**config.mk**
```make
export PLATFORM = sky130hd
export DESIGN_NAME = stereo_serial_engine
export DESIGN_NICKNAME = d
export VERILOG_FILES = /design/src/rtl/sse_pkg.sv /design/src/rtl/sse_clkgen.sv /design/src/rtl/sse_tx.sv /design/src/rtl/sse_rx.sv /design/src/rtl/stereo_serial_engine.sv
export SDC_FILE = /design/constraint.sdc
export NUM_CORES = 1
export LEC_CHECK = 0
export BUFFER_PORTS_ARGS = -buffer_cell sky130_fd_sc_hd__buf_2
export CAP_MARGIN = 40
export CORE_MARGIN = 1
export CORE_UTILIZATION = 45
export DETAILED_ROUTE_END_ITERATION = 10
export PLACE_DENSITY = 0.71
export SLEW_MARGIN = 10
export SYNTH_ARGS = -nofsm -noshare
export SYNTH_HDL_FRONTEND = slang
export SYNTH_SLANG_ARGS = --single-unit
```
**constraint.sdc**
```tcl
create_clock -name clk -period 3.5 [get_ports clk]
set_input_delay 0.7 -clock clk [delete_from_list [all_inputs] [get_ports clk]]
set_output_delay 0.7 -clock clk [all_outputs]
set_load 0.01 [all_outputs]
```
**src/rtl/sse_pkg.sv**
```systemverilog
package sse_pkg;
  typedef enum logic {
    FMT_I2S  = 1'b0,
    FMT_MSBJ = 1'b1
  } frame_fmt_e;

  // Slot in which a frame's first data bit is driven / sampled.
  function automatic logic [4:0] head_slot(input logic msbj);
    return msbj ? 5'd0 : 5'd1;
  endfunction
endpackage

```
**src/rtl/sse_clkgen.sv**
```systemverilog
module sse_clkgen #(
  parameter int DIV_W  = 7,
  parameter int SLOT_W = 5,
  parameter int SYNC_N = 2
) (
  input  logic              clk,
  input  logic              rst,
  input  logic              en,
  input  logic              master,
  input  logic              fmt_msbj,
  input  logic [DIV_W-1:0]  div,
  input  logic              tick_en,
  input  logic              sclk_i,
  input  logic              ws_i,
  input  logic              sd_i,
  output logic              sclk_o,
  output logic              ws_o,
  output logic              fall_ev,
  output logic              rise_ev,
  output logic              sd_smp,
  output logic [SLOT_W-1:0] slot
);
  localparam logic [SLOT_W-1:0] SLOT_END  = '1;
  localparam logic [SLOT_W-1:0] SLOT_HALF = {1'b1, {(SLOT_W-1){1'b0}}};

  logic [SYNC_N-1:0] sy_clk, sy_ws, sy_sd;
  logic              sclk_d, ws_prev;
  logic [DIV_W-1:0]  cnt, div_eff, div_last;
  logic [SLOT_W-1:0] slot_inc;
  logic              ext_clk, ext_ws, ext_left;

  // input synchronisers, one chain per pin
  always_ff @(posedge clk) begin
    if (rst) begin
      sy_clk <= '0;
      sy_ws  <= '0;
      sy_sd  <= '0;
    end else begin
      sy_clk <= {sy_clk[SYNC_N-2:0], sclk_i};
      sy_ws  <= {sy_ws[SYNC_N-2:0],  ws_i};
      sy_sd  <= {sy_sd[SYNC_N-2:0],  sd_i};
    end
  end

  assign ext_clk  = sy_clk[SYNC_N-1];
  assign ext_ws   = sy_ws[SYNC_N-1];
  assign ext_left = fmt_msbj ? ext_ws : ~ext_ws;
  assign div_eff  = (div == '0) ? {{(DIV_W-1){1'b0}}, 1'b1} : div;
  assign div_last = div_eff - 1'b1;
  assign slot_inc = slot + 1'b1;

  always_ff @(posedge clk) begin
    if (rst || !en) begin
      cnt     <= '0;
      sclk_o  <= 1'b0;
      ws_o    <= 1'b0;
      fall_ev <= 1'b0;
      rise_ev <= 1'b0;
      slot    <= SLOT_END;
      ws_prev <= 1'b0;
      sclk_d  <= 1'b0;
      sd_smp  <= 1'b0;
    end else begin
      fall_ev <= 1'b0;
      rise_ev <= 1'b0;
      sd_smp  <= sy_sd[SYNC_N-1];
      sclk_d  <= ext_clk;
      if (master) begin
        if (tick_en) begin
          if (cnt == div_last) begin
            cnt    <= '0;
            sclk_o <= ~sclk_o;
            if (sclk_o) begin
              fall_ev <= 1'b1;
              slot    <= slot_inc;
              ws_o    <= fmt_msbj ? ~slot_inc[SLOT_W-1] : slot_inc[SLOT_W-1];
            end else begin
              rise_ev <= 1'b1;
            end
          end else begin
            cnt <= cnt + 1'b1;
          end
        end
      end else begin
        cnt    <= '0;
        sclk_o <= 1'b0;
        ws_o   <= 1'b0;
        if (sclk_d && !ext_clk) begin
          fall_ev <= 1'b1;
          ws_prev <= ext_ws;
          if (ext_ws != ws_prev) slot <= ext_left ? '0 : SLOT_HALF;
          else                   slot <= slot_inc;
        end
        if (!sclk_d && ext_clk) rise_ev <= 1'b1;
      end
    end
  end

  p_edge_excl_r4: assert property (@(posedge clk) disable iff (rst)
    !(fall_ev && rise_ev));
  p_ws_on_fall_r4: assert property (@(posedge clk) disable iff (rst)
    (en && $past(en) && master && $past(master) && $changed(ws_o))
      |-> (!sclk_o && $past(sclk_o)));
  p_idle_low_r9: assert property (@(posedge clk) disable iff (rst)
    !en |=> (!sclk_o && !ws_o));
  p_slave_quiet_r5: assert property (@(posedge clk) disable iff (rst)
    !master |=> (!sclk_o && !ws_o));
endmodule

```
**src/rtl/sse_tx.sv**
```systemverilog
module sse_tx #(
  parameter int FRAME_W = 32,
  parameter int SLOT_W  = 5
) (
  input  logic               clk,
  input  logic               rst,
  input  logic               en,
  input  logic               play_dis,
  input  logic               fmt_msbj,
  input  logic               fall_ev,
  input  logic [SLOT_W-1:0]  slot,
  input  logic [FRAME_W-1:0] tx_word,
  input  logic               tx_avail,
  output logic               tx_pop,
  output logic               sd_o
);
  import sse_pkg::*;

  logic [FRAME_W-1:0] sr, fetch_w;
  logic [SLOT_W-1:0]  load_slot;

  assign load_slot = SLOT_W'(head_slot(fmt_msbj));
  assign fetch_w   = tx_avail ? tx_word : '0;

  always_ff @(posedge clk) begin
    if (rst || !en) begin
      sr     <= '0;
      sd_o   <= 1'b0;
      tx_pop <= 1'b0;
    end else begin
      tx_pop <= 1'b0;
      if (play_dis) begin
        sr   <= '0;
        sd_o <= 1'b0;
      end else if (fall_ev) begin
        if (slot == load_slot) begin
          sd_o   <= fetch_w[FRAME_W-1];
          sr     <= {fetch_w[FRAME_W-2:0], 1'b0};
          tx_pop <= tx_avail;
        end else begin
          sd_o <= sr[FRAME_W-1];
          sr   <= {sr[FRAME_W-2:0], 1'b0};
        end
      end
    end
  end

  p_no_pop_r6: assert property (@(posedge clk) disable iff (rst)
    play_dis |=> !tx_pop);
  p_sd_low_r6: assert property (@(posedge clk) disable iff (rst)
    play_dis |=> !sd_o);
  p_pop_pulse_r3: assert property (@(posedge clk) disable iff (rst)
    tx_pop |=> !tx_pop);
  p_pop_needs_word_r10: assert property (@(posedge clk) disable iff (rst)
    tx_pop |-> $past(tx_avail));
endmodule

```
**src/rtl/sse_rx.sv**
```systemverilog
module sse_rx #(
  parameter int FRAME_W = 32,
  parameter int SLOT_W  = 5
) (
  input  logic               clk,
  input  logic               rst,
  input  logic               en,
  input  logic               rec_dis,
  input  logic               fmt_msbj,
  input  logic               rise_ev,
  input  logic [SLOT_W-1:0]  slot,
  input  logic               rx_bit,
  output logic               rx_push,
  output logic [FRAME_W-1:0] rx_word
);
  import sse_pkg::*;

  logic [FRAME_W-2:0] rsr;
  logic               seen_head;
  logic [SLOT_W-1:0]  first_slot, last_slot;

  assign first_slot = SLOT_W'(head_slot(fmt_msbj));
  assign last_slot  = first_slot - 1'b1;

  always_ff @(posedge clk) begin
    if (rst) begin
      rsr       <= '0;
      seen_head <= 1'b0;
      rx_push   <= 1'b0;
      rx_word   <= '0;
    end else if (!en) begin
      rsr       <= '0;
      seen_head <= 1'b0;
      rx_push   <= 1'b0;
    end else begin
      rx_push <= 1'b0;
      if (rise_ev) begin
        rsr <= {rsr[FRAME_W-3:0], rx_bit};
        if (slot == first_slot) seen_head <= 1'b1;
        if (slot == last_slot && seen_head && !rec_dis) begin
          rx_push <= 1'b1;
          rx_word <= {rsr, rx_bit};
        end
      end
    end
  end

  p_no_push_r7: assert property (@(posedge clk) disable iff (rst)
    rec_dis |=> !rx_push);
  p_word_hold_r3: assert property (@(posedge clk) disable iff (rst)
    !rx_push |-> $stable(rx_word));
  p_push_pulse_r3: assert property (@(posedge clk) disable iff (rst)
    rx_push |=> !rx_push);
endmodule

```
**src/rtl/stereo_serial_engine.sv**
```systemverilog
module stereo_serial_engine #(
  parameter int SAMPLE_W = 16,
  parameter int DIV_W    = 7,
  parameter int SYNC_N   = 2
) (
  input  logic                    clk,
  input  logic                    rst,
  input  logic                    en,
  input  logic                    fmt_msbj,
  input  logic                    master,
  input  logic                    play_dis,
  input  logic                    rec_dis,
  input  logic                    loopback,
  input  logic [DIV_W-1:0]        div,
  input  logic                    tick_en,
  input  logic                    sclk_i,
  input  logic                    ws_i,
  input  logic                    sd_i,
  output logic                    sclk_o,
  output logic                    ws_o,
  output logic                    sd_o,
  output logic                    tx_pop,
  input  logic [2*SAMPLE_W-1:0]   tx_word,
  input  logic                    tx_avail,
  output logic                    rx_push,
  output logic [2*SAMPLE_W-1:0]   rx_word
);
  localparam int FRAME_W = 2 * SAMPLE_W;
  localparam int SLOT_W  = $clog2(FRAME_W);

  logic              fall_ev, rise_ev, sd_smp, rx_bit;
  logic [SLOT_W-1:0] slot;

  sse_clkgen #(.DIV_W(DIV_W), .SLOT_W(SLOT_W), .SYNC_N(SYNC_N)) u_clkgen (
    .clk(clk), .rst(rst), .en(en), .master(master), .fmt_msbj(fmt_msbj),
    .div(div), .tick_en(tick_en), .sclk_i(sclk_i), .ws_i(ws_i), .sd_i(sd_i),
    .sclk_o(sclk_o), .ws_o(ws_o), .fall_ev(fall_ev), .rise_ev(rise_ev),
    .sd_smp(sd_smp), .slot(slot)
  );

  sse_tx #(.FRAME_W(FRAME_W), .SLOT_W(SLOT_W)) u_tx (
    .clk(clk), .rst(rst), .en(en), .play_dis(play_dis), .fmt_msbj(fmt_msbj),
    .fall_ev(fall_ev), .slot(slot), .tx_word(tx_word), .tx_avail(tx_avail),
    .tx_pop(tx_pop), .sd_o(sd_o)
  );

  // loopback: receiver listens to its own transmit line
  assign rx_bit = loopback ? sd_o : sd_smp;

  sse_rx #(.FRAME_W(FRAME_W), .SLOT_W(SLOT_W)) u_rx (
    .clk(clk), .rst(rst), .en(en), .rec_dis(rec_dis), .fmt_msbj(fmt_msbj),
    .rise_ev(rise_ev), .slot(slot), .rx_bit(rx_bit),
    .rx_push(rx_push), .rx_word(rx_word)
  );
endmodule

```
==> flow_summary.ini, run 1 <==
[synth]
syn_nets = 567
yosysTopAreaCellShare = 0.5169
syn-cell-area_mm2 = 0.004763
synth_top_family_by_area = simple AND/OR/NAND/NOR gates
synth_top_area_cell = dfxtp_1
netlist_instances = 512
ys_ff_latch = 123
ys_seq_area_frac = 0.5169
synth_edf_count = 0
synthMuxAreaShare = 0.06961
yosysMostFrequentCell = dfxtp_1
synth_compound_area_frac = 0.1524
yosys_warnings = 0
ys.flop_type = dfxtp_1
synth_xor_area_frac = 0.03310
synth-adder-area-share = 0.007880
async_flop_share = 0
yosys.cell_types.count = 48
ys_top_cells_by_area = dfxtp_1 52%, mux2i_1 6.7%, a222oi_1 6.5%
synthSimpleGateAreaFrac = 0.1847
synthTopCellsByCount = 123 x dfxtp_1, 81 x nor2_1, 71 x nand2_1, 40 x a21oi_1, 32 x mux2i_1
syn_avg_cell_area_um2 = 9.303

[floorplan]
die_y_um = 104.9
io_pins = 89
start_util = 0.4635
die_w_um = 104.9
coreArea_mm2 = 0.01028
die-area_mm2 = 0.01100
row_count = 37

[placed_design]
place_hpwl_mm = 6.882
pre_cts_ws_ns = 0.3985
port_buffers = 88
place_congestion = 0.7456

[clock_tree]
numClockSinks = 123
cts_tree = yes
path_clk_slew_ns = 0.06
clk_latency_ns = 0.50
htree_levels = 4
cts-root-buf = clkbuf_8
numCtsBuffers = 17
cts_buffer_depth = 2
ctsResizeCount = 0
cts-hold-fix-buffers = 0
cts_setup_buffers = 0

[worst_setup_path]
r2r_cells = 5
cp_max_fo = 5
path_class = in -> reg
start_kind = input port
worstPathRequired_ns = 3.88
end_kind = register
slowest_delay_ns = 0.42
path_cells = buf_2, nor4_2, a21oi_1, ha_1, xor2_1, xnor2_1, o2111a_1, nand4_2, a22o_1, a211o_1
worstPathArrival_ns = 3.01
cp.depth = 10
cp_top_family = compound AO/OA/AOI/OAI gates
slowest_stage = nor4_2
crit_buf_inv = 1

[pwr]
irDropWorstVdd_mv = 0.2723
p_leak_nw = 2.278
p_total_mw = 3.367
pwr_density_cell_mw_per_mm2 = 562.8

[job]
drv_cap = 0

[global_route]
antenna_found_initial = 1
grt_start_max_net_pins = 41
grt_pass1_wl_mm = 16.97
grt_pass1_vias = 3737
track_usage = 0.1908
gr-total-overflow = 0

[drt]
num_vias = 3996
antenna_left = 0
drt_iter0_drc = 273
wl_per_cell_um = 14.05
firstDrtPassIters = 6
drc = 0
viasPerCell = 5.378
routed_wl_mm = 10.44

[sta]
fin_crit_sh = 0.7509
hold_violations = 0
fin_ws_ns = 0.8717
setup_tns_ns = 0
relSlewSlack = 0.6242
fmax_mhz = 380.5
finClkSkew_ns = 0.009988
worst_slew_pin_slew_ns = 0.5637
rsz0062_at_grt = false
setup_viol = 0
drv_slew = 0
finalCriticalPeriod_ns = 2.628

[cells_and_area]
layout-drive-gt1-share = 0.2290
num_antenna_cells = 0
fillers = 924
nNetsFinal = 649
area_growth_pct = 25.58

[worst_hold_path]
hp-class = in -> reg
hold_depth = 2

[outcome]
outcome = complete, no violations
## per-stage QoR
stage               cells  instance area (um2)  hold slack, ns    util
global placement      710                 5318          0.4165  0.5174
finish                743                 5982          0.4113  0.5821
CTS                   743                 5982          0.3897  0.5821
detailed placement    711                 5345          0.4184  0.5201
floorplan             512                 4763          0.4057       -
global route          743                 5982          0.4082  0.5821
## final timing paths
kind	from	endpoint	slack [ns]
worst max-delay path	div[3]	u_clkgen.slot[3]$_SDFFE_PP1P_	0.87
worst max register to register	u_clkgen.slot[2]$_SDFFE_PP1P_	u_rx.rx_word[2]$_SDFFE_PP0P_	1.33
worst min-delay path	sclk_i	u_clkgen.sy_clk[0]$_SDFF_PP0_	0.41
worst min register to register	u_clkgen.sy_sd[1]$_SDFF_PP0_	u_clkgen.sd_smp$_SDFF_PP0_	0.43
## cell type report
cell class / count / area (um2) / share of cell area
clock inverters: 13 / 215.2 / 0.03598
inverters: 8 / 30.03 / 0.005020
repair buffers: 98 / 535.5 / 0.08952
flip-flops and latches: 123 / 2464 / 0.4118
clock buffers: 19 / 421.7 / 0.07049
multi-input cells: 346 / 2146 / 0.3587
well taps: 136 / 170.2 / 0.02845
## registers in the layout, indices dropped and copies added, names as in the netlist
signal and flops:
u_clkgen.sclk_d 1, u_tx.tx_pop 1, u_clkgen.rise_ev 1, u_clkgen.ws_o 1, u_clkgen.sclk_o 1, u_rx.rx_word 32, u_clkgen.fall_ev 1, u_clkgen.slot 5
u_clkgen.ws_prev 1, u_rx.rsr 31, u_clkgen.sy_sd 2, u_clkgen.sy_clk 2, u_tx.sr 31, u_rx.rx_push 1, u_clkgen.sy_ws 2, u_clkgen.cnt 7
u_tx.sd_o 1, u_clkgen.sd_smp 1, u_rx.seen_head 1
## cells in the final DEF, fill, tap and decap left out, drive strengths merged, types with 2 or more instances in the layout
master | Yosys | layout
inv | 8 | 10
nor3b | 3 | 3
a211oi | 4 | 4
a211o | 5 | 5
clkinv | 0 | 5
o21ai | 3 | 3
and3 | 4 | 4
a222oi | 31 | 31
xnor2 | 10 | 10
nor2b | 8 | 8
nand2b | 2 | 2
nand2 | 71 | 71
o211ai | 2 | 2
xor2 | 8 | 8
or3 | 2 | 2
nor4 | 2 | 2
or4 | 4 | 4
a21oi | 40 | 40
bufinv | 0 | 5
o211a | 2 | 2
buf | 9 | 98
nand4 | 6 | 6
mux2i | 32 | 32
nand3 | 5 | 5
dfxtp | 123 | 123
clkbuf | 26 | 19
nor2 | 82 | 82
o31ai | 2 | 2
ha | 3 | 3
## metal layers
metal / global-route usage / wire, um / vias to the layer above
met1: 0.2266 / 4637 / 1915
met2: 0.3221 / 5185 / 83
li1: - / - / 1987
met4: 0.06640 / 114 / 0
met3: 0.06301 / 503 / 11
met5: 0 / 0 / -
## report_power, final
group,internal (mW),total [mW],switching [mW]
logic,0.0427,0.101,0.0581
registers,1.41,1.41,0.00259
clock network,1.24,1.86,0.623
## kinds of logic (layout without fill, tap and decap cells)
group                    after synthesis  in the layout
AND/OR/NAND/NOR                      195            195
adder cells (fa/ha/maj)                3              3
XOR/XNOR                              18             18
AO/OA/AOI/OAI                         97             97
multiplexers                          33             33
buffers and inverters                 43            138
flip-flops                           123            123
No activity file was read; power rests on OpenSTA's default activity.
==> run 2: changes to the inputs <==
--- a/config.mk
+++ b/config.mk
@@ -5,12 +5,13 @@
 export SDC_FILE = /design/constraint.sdc
 export NUM_CORES = 1
 export LEC_CHECK = 0
+export ABC_AREA = 1
 export BUFFER_PORTS_ARGS = -buffer_cell sky130_fd_sc_hd__buf_2
 export CAP_MARGIN = 40
 export CORE_MARGIN = 1
 export CORE_UTILIZATION = 45
 export DETAILED_ROUTE_END_ITERATION = 10
-export PLACE_DENSITY = 0.71
+export PLACE_DENSITY = 0.73
 export SLEW_MARGIN = 10
 export SYNTH_ARGS = -nofsm -noshare
 export SYNTH_HDL_FRONTEND = slang
==> constraint.sdc (replaced) <==
create_clock -name clk -period 2.3 [get_ports clk]
set_input_delay 0.46 -clock clk [delete_from_list [all_inputs] [get_ports clk]]
set_output_delay 0.46 -clock clk [all_outputs]
set_load 0.01 [all_outputs]
==> run 2 against run 1 <==
Hold slack got worse by 0.15 ns. Sequential share of layout area fell by 2.3 points. Total power rose by 53%. Global-route usage rose by 1.8 points. Die area rose by 7.8%. Design area rose by 5.8%. Routed wire length rose by 14%. Combinational power rose by 110%. Largest cell class unchanged.
==> flow_summary.ini, run 2 <==
[sta]
fin_ws_ns = 0.2958
finalCriticalPeriod_ns = 2.004
relSlewSlack = 0.5370
rsz0062_at_grt = false
fin_crit_sh = 0.8714
worst_slew_pin_slew_ns = 0.6937
finClkSkew_ns = 0.009292
hold_violations = 0
setup_tns_ns = 0
whs_ns = 0.2626
fmax_mhz = 498.9
drv_slew = 0
setup_viol = 0

[global_route]
track_usage = 0.2089
grt_start_max_net_pins = 40
antenna_found_initial = 0
grt_pass1_vias = 4452
gr-total-overflow = 0
grt_pass1_wl_mm = 19.67

[pwr]
pwr_density_cell_mw_per_mm2 = 812.6
p_int_mw = 4.024
combPwrFrac = 0.042
irDropWorstVdd_mv = 0.6680
p_leak_nw = 2.517
pwr-share-clk = 0.540
swShare = 0.2176
switching_power_mw = 1.119
p_total_mw = 5.143
power_frac_seq = 0.418

[worst_setup_path]
worstPathRequired_ns = 2.58
end_kind = register
path_cells = buf_2, nor2_1, nand3_2, nand2_1, inv_1, ha_1, nand2_1, nand2_1, nand3_1, nand2_1, inv_1, nand2_1, nor2_1, nand2_2, nand2_4, nand3_4, nand2_1, nand3_1
worstPathArrival_ns = 2.28
start_kind = input port
slowest_delay_ns = 0.27
cp_top_family = simple AND/OR/NAND/NOR gates
crit_top_cell = nand2_1
path_class = in -> reg
cp_max_fo = 6
crit_buf_inv = 3
slowest_stage = ha_1

[synth]
yosysTopAreaCellShare = 0.4787
async_flop_share = 0
syn-cell-area_mm2 = 0.005144
netlist_instances = 675
yosys.cell_types.count = 35
ys_top_cells_by_area = dfxtp_1 48%, nand2_1 11%, nor2_1 6.1%
ys_ff_latch = 123
syn_nets = 730
yosys_warnings = 0
syn_avg_cell_area_um2 = 7.620
ys.flop_type = dfxtp_1
yosysMostFrequentCell = nand2_1
synth_edf_count = 0
synth_top_area_cell = dfxtp_1
synthTopCellsByCount = 144 x nand2_1, 123 x dfxtp_1, 83 x nor2_1, 53 x nand3_1, 52 x inv_1
ys_seq_area_frac = 0.4787

[floorplan]
die_w_um = 108.9
row_count = 38
die_y_um = 108.9
io_pins = 89
die-area_mm2 = 0.01186
coreArea_mm2 = 0.01098
start_util = 0.4683

[clock_tree]
htree_levels = 4
clk_latency_ns = 0.40
cts_tree = yes
numClockSinks = 123
cts_buffer_depth = 2
numCtsBuffers = 17
ctsResizeCount = 0
cts_setup_buffers = 0
path_clk_slew_ns = 0.05
cts-hold-fix-buffers = 0
cts-root-buf = clkbuf_16

[drt]
drt_iter0_drc = 291
routed_wl_mm = 11.92
drc = 0
antenna_left = 0
wl_per_cell_um = 13.04
firstDrtPassIters = 7
num_vias = 4722
viasPerCell = 5.166

[worst_hold_path]
hp-class = in -> reg

[placed_design]
dp.cells = 882
place_hpwl_mm = 8.034
pre_cts_ws_ns = -0.1039
place_congestion = 0.8130
postPlaceCellArea_mm2 = 0.005700
port_buffers = 88

[outcome]
outcome = complete, no violations

[cells_and_area]
layout_common_cells = 144 x nand2_1, 123 x dfxtp_1, 88 x buf_2
regMostFlops = u_rx.rx_word
largest_reg_flops = 32
nNetsFinal = 816
layout-drive-gt1-share = 0.2158
top_regs = u_rx.rx_word (32), u_rx.rsr (31), u_tx.sr (31)
area_growth_pct = 23.04
final_common_cell = nand2_1
instances_no_fill = 914
stdcell_area_mm2 = 0.006329
num_antenna_cells = 0
fin_util = 0.5762

[job]
drv_cap = 0
[run 2: cell count changes in the layout (fill, tap and decap cells not counted), moves of 32 or more]
| cell | delta |
|---|---|
| mux2i_1 | -32 |
| o21ai_0 | +36 |
| inv_1 | +44 |
| nand2_1 | +73 |
| nand3_1 | +48 |
[run 2: final timing paths]
path                                       from                            end  slack [ns]  depth (start not counted)
setup / recovery                         div[1]  u_clkgen.slot[3]$_SDFFE_PP1P_        0.30                         18
hold / removal                           sclk_i  u_clkgen.sy_clk[0]$_SDFF_PP0_        0.26                          3
setup reg to reg  u_clkgen.slot[2]$_SDFFE_PP1P_       u_tx.sr[22]$_SDFFE_PP0P_        0.58                          8
hold reg to reg   u_clkgen.sy_clk[0]$_SDFF_PP0_  u_clkgen.sy_clk[1]$_SDFF_PP0_        0.41                          2
[run 2: cell families (layout without fill, tap and decap cells)]
kind of cell	count (synthesis)	count (layout)	synth area share
DFF	123	123	0.4787
muxes	1	1	0.002189
buffers and inverters	95	194	0.07784
xor gates and xnor gates	13	13	0.02214
and+or+nand+nor	316	316	0.2683
AOI/OAI and AO/OA	124	124	0.1435
adders and majority gates	3	3	0.007298
[run 2: layout make-up]
| class | instances | area [um2] |
|---|---|---|
| clock inverters | 12 | 161.4 |
| repair buffers | 105 | 568.0 |
| fillers | 994 | 4654 |
| multi-input cells | 457 | 2281 |
| well taps | 140 | 175.2 |
| clock buffers | 20 | 466.7 |
| inverters | 57 | 214.0 |
| flip-flops and latches | 123 | 2462 |
[run 2: tightest hold or removal path, cell delays in order]
cell and delay, ns:
buf_2 0.07, inv_1 0.03, nor2_1 0.07
[run 2: power by group through the flow]
stage | logic (mW) | clock network [mW] | registers [mW]
after CTS | 0.217 | 2.82 | 2.15
after global routing | 0.242 | 2.91 | 2.15
after floorplan | 0.131 | 0 | 2.19
final | 0.217 | 2.78 | 2.15
after global placement | 0.210 | 0 | 2.20
after detailed placement | 0.214 | 0 | 2.20
[run 2: metal layers]
metal,GRT usage,vias up,routed length (um)
li1,-,2394,-
met2,0.3634,132,5843
met3,0.04662,16,577
met4,0.07239,0,126
met1,0.2522,2180,5376
met5,0,-,0
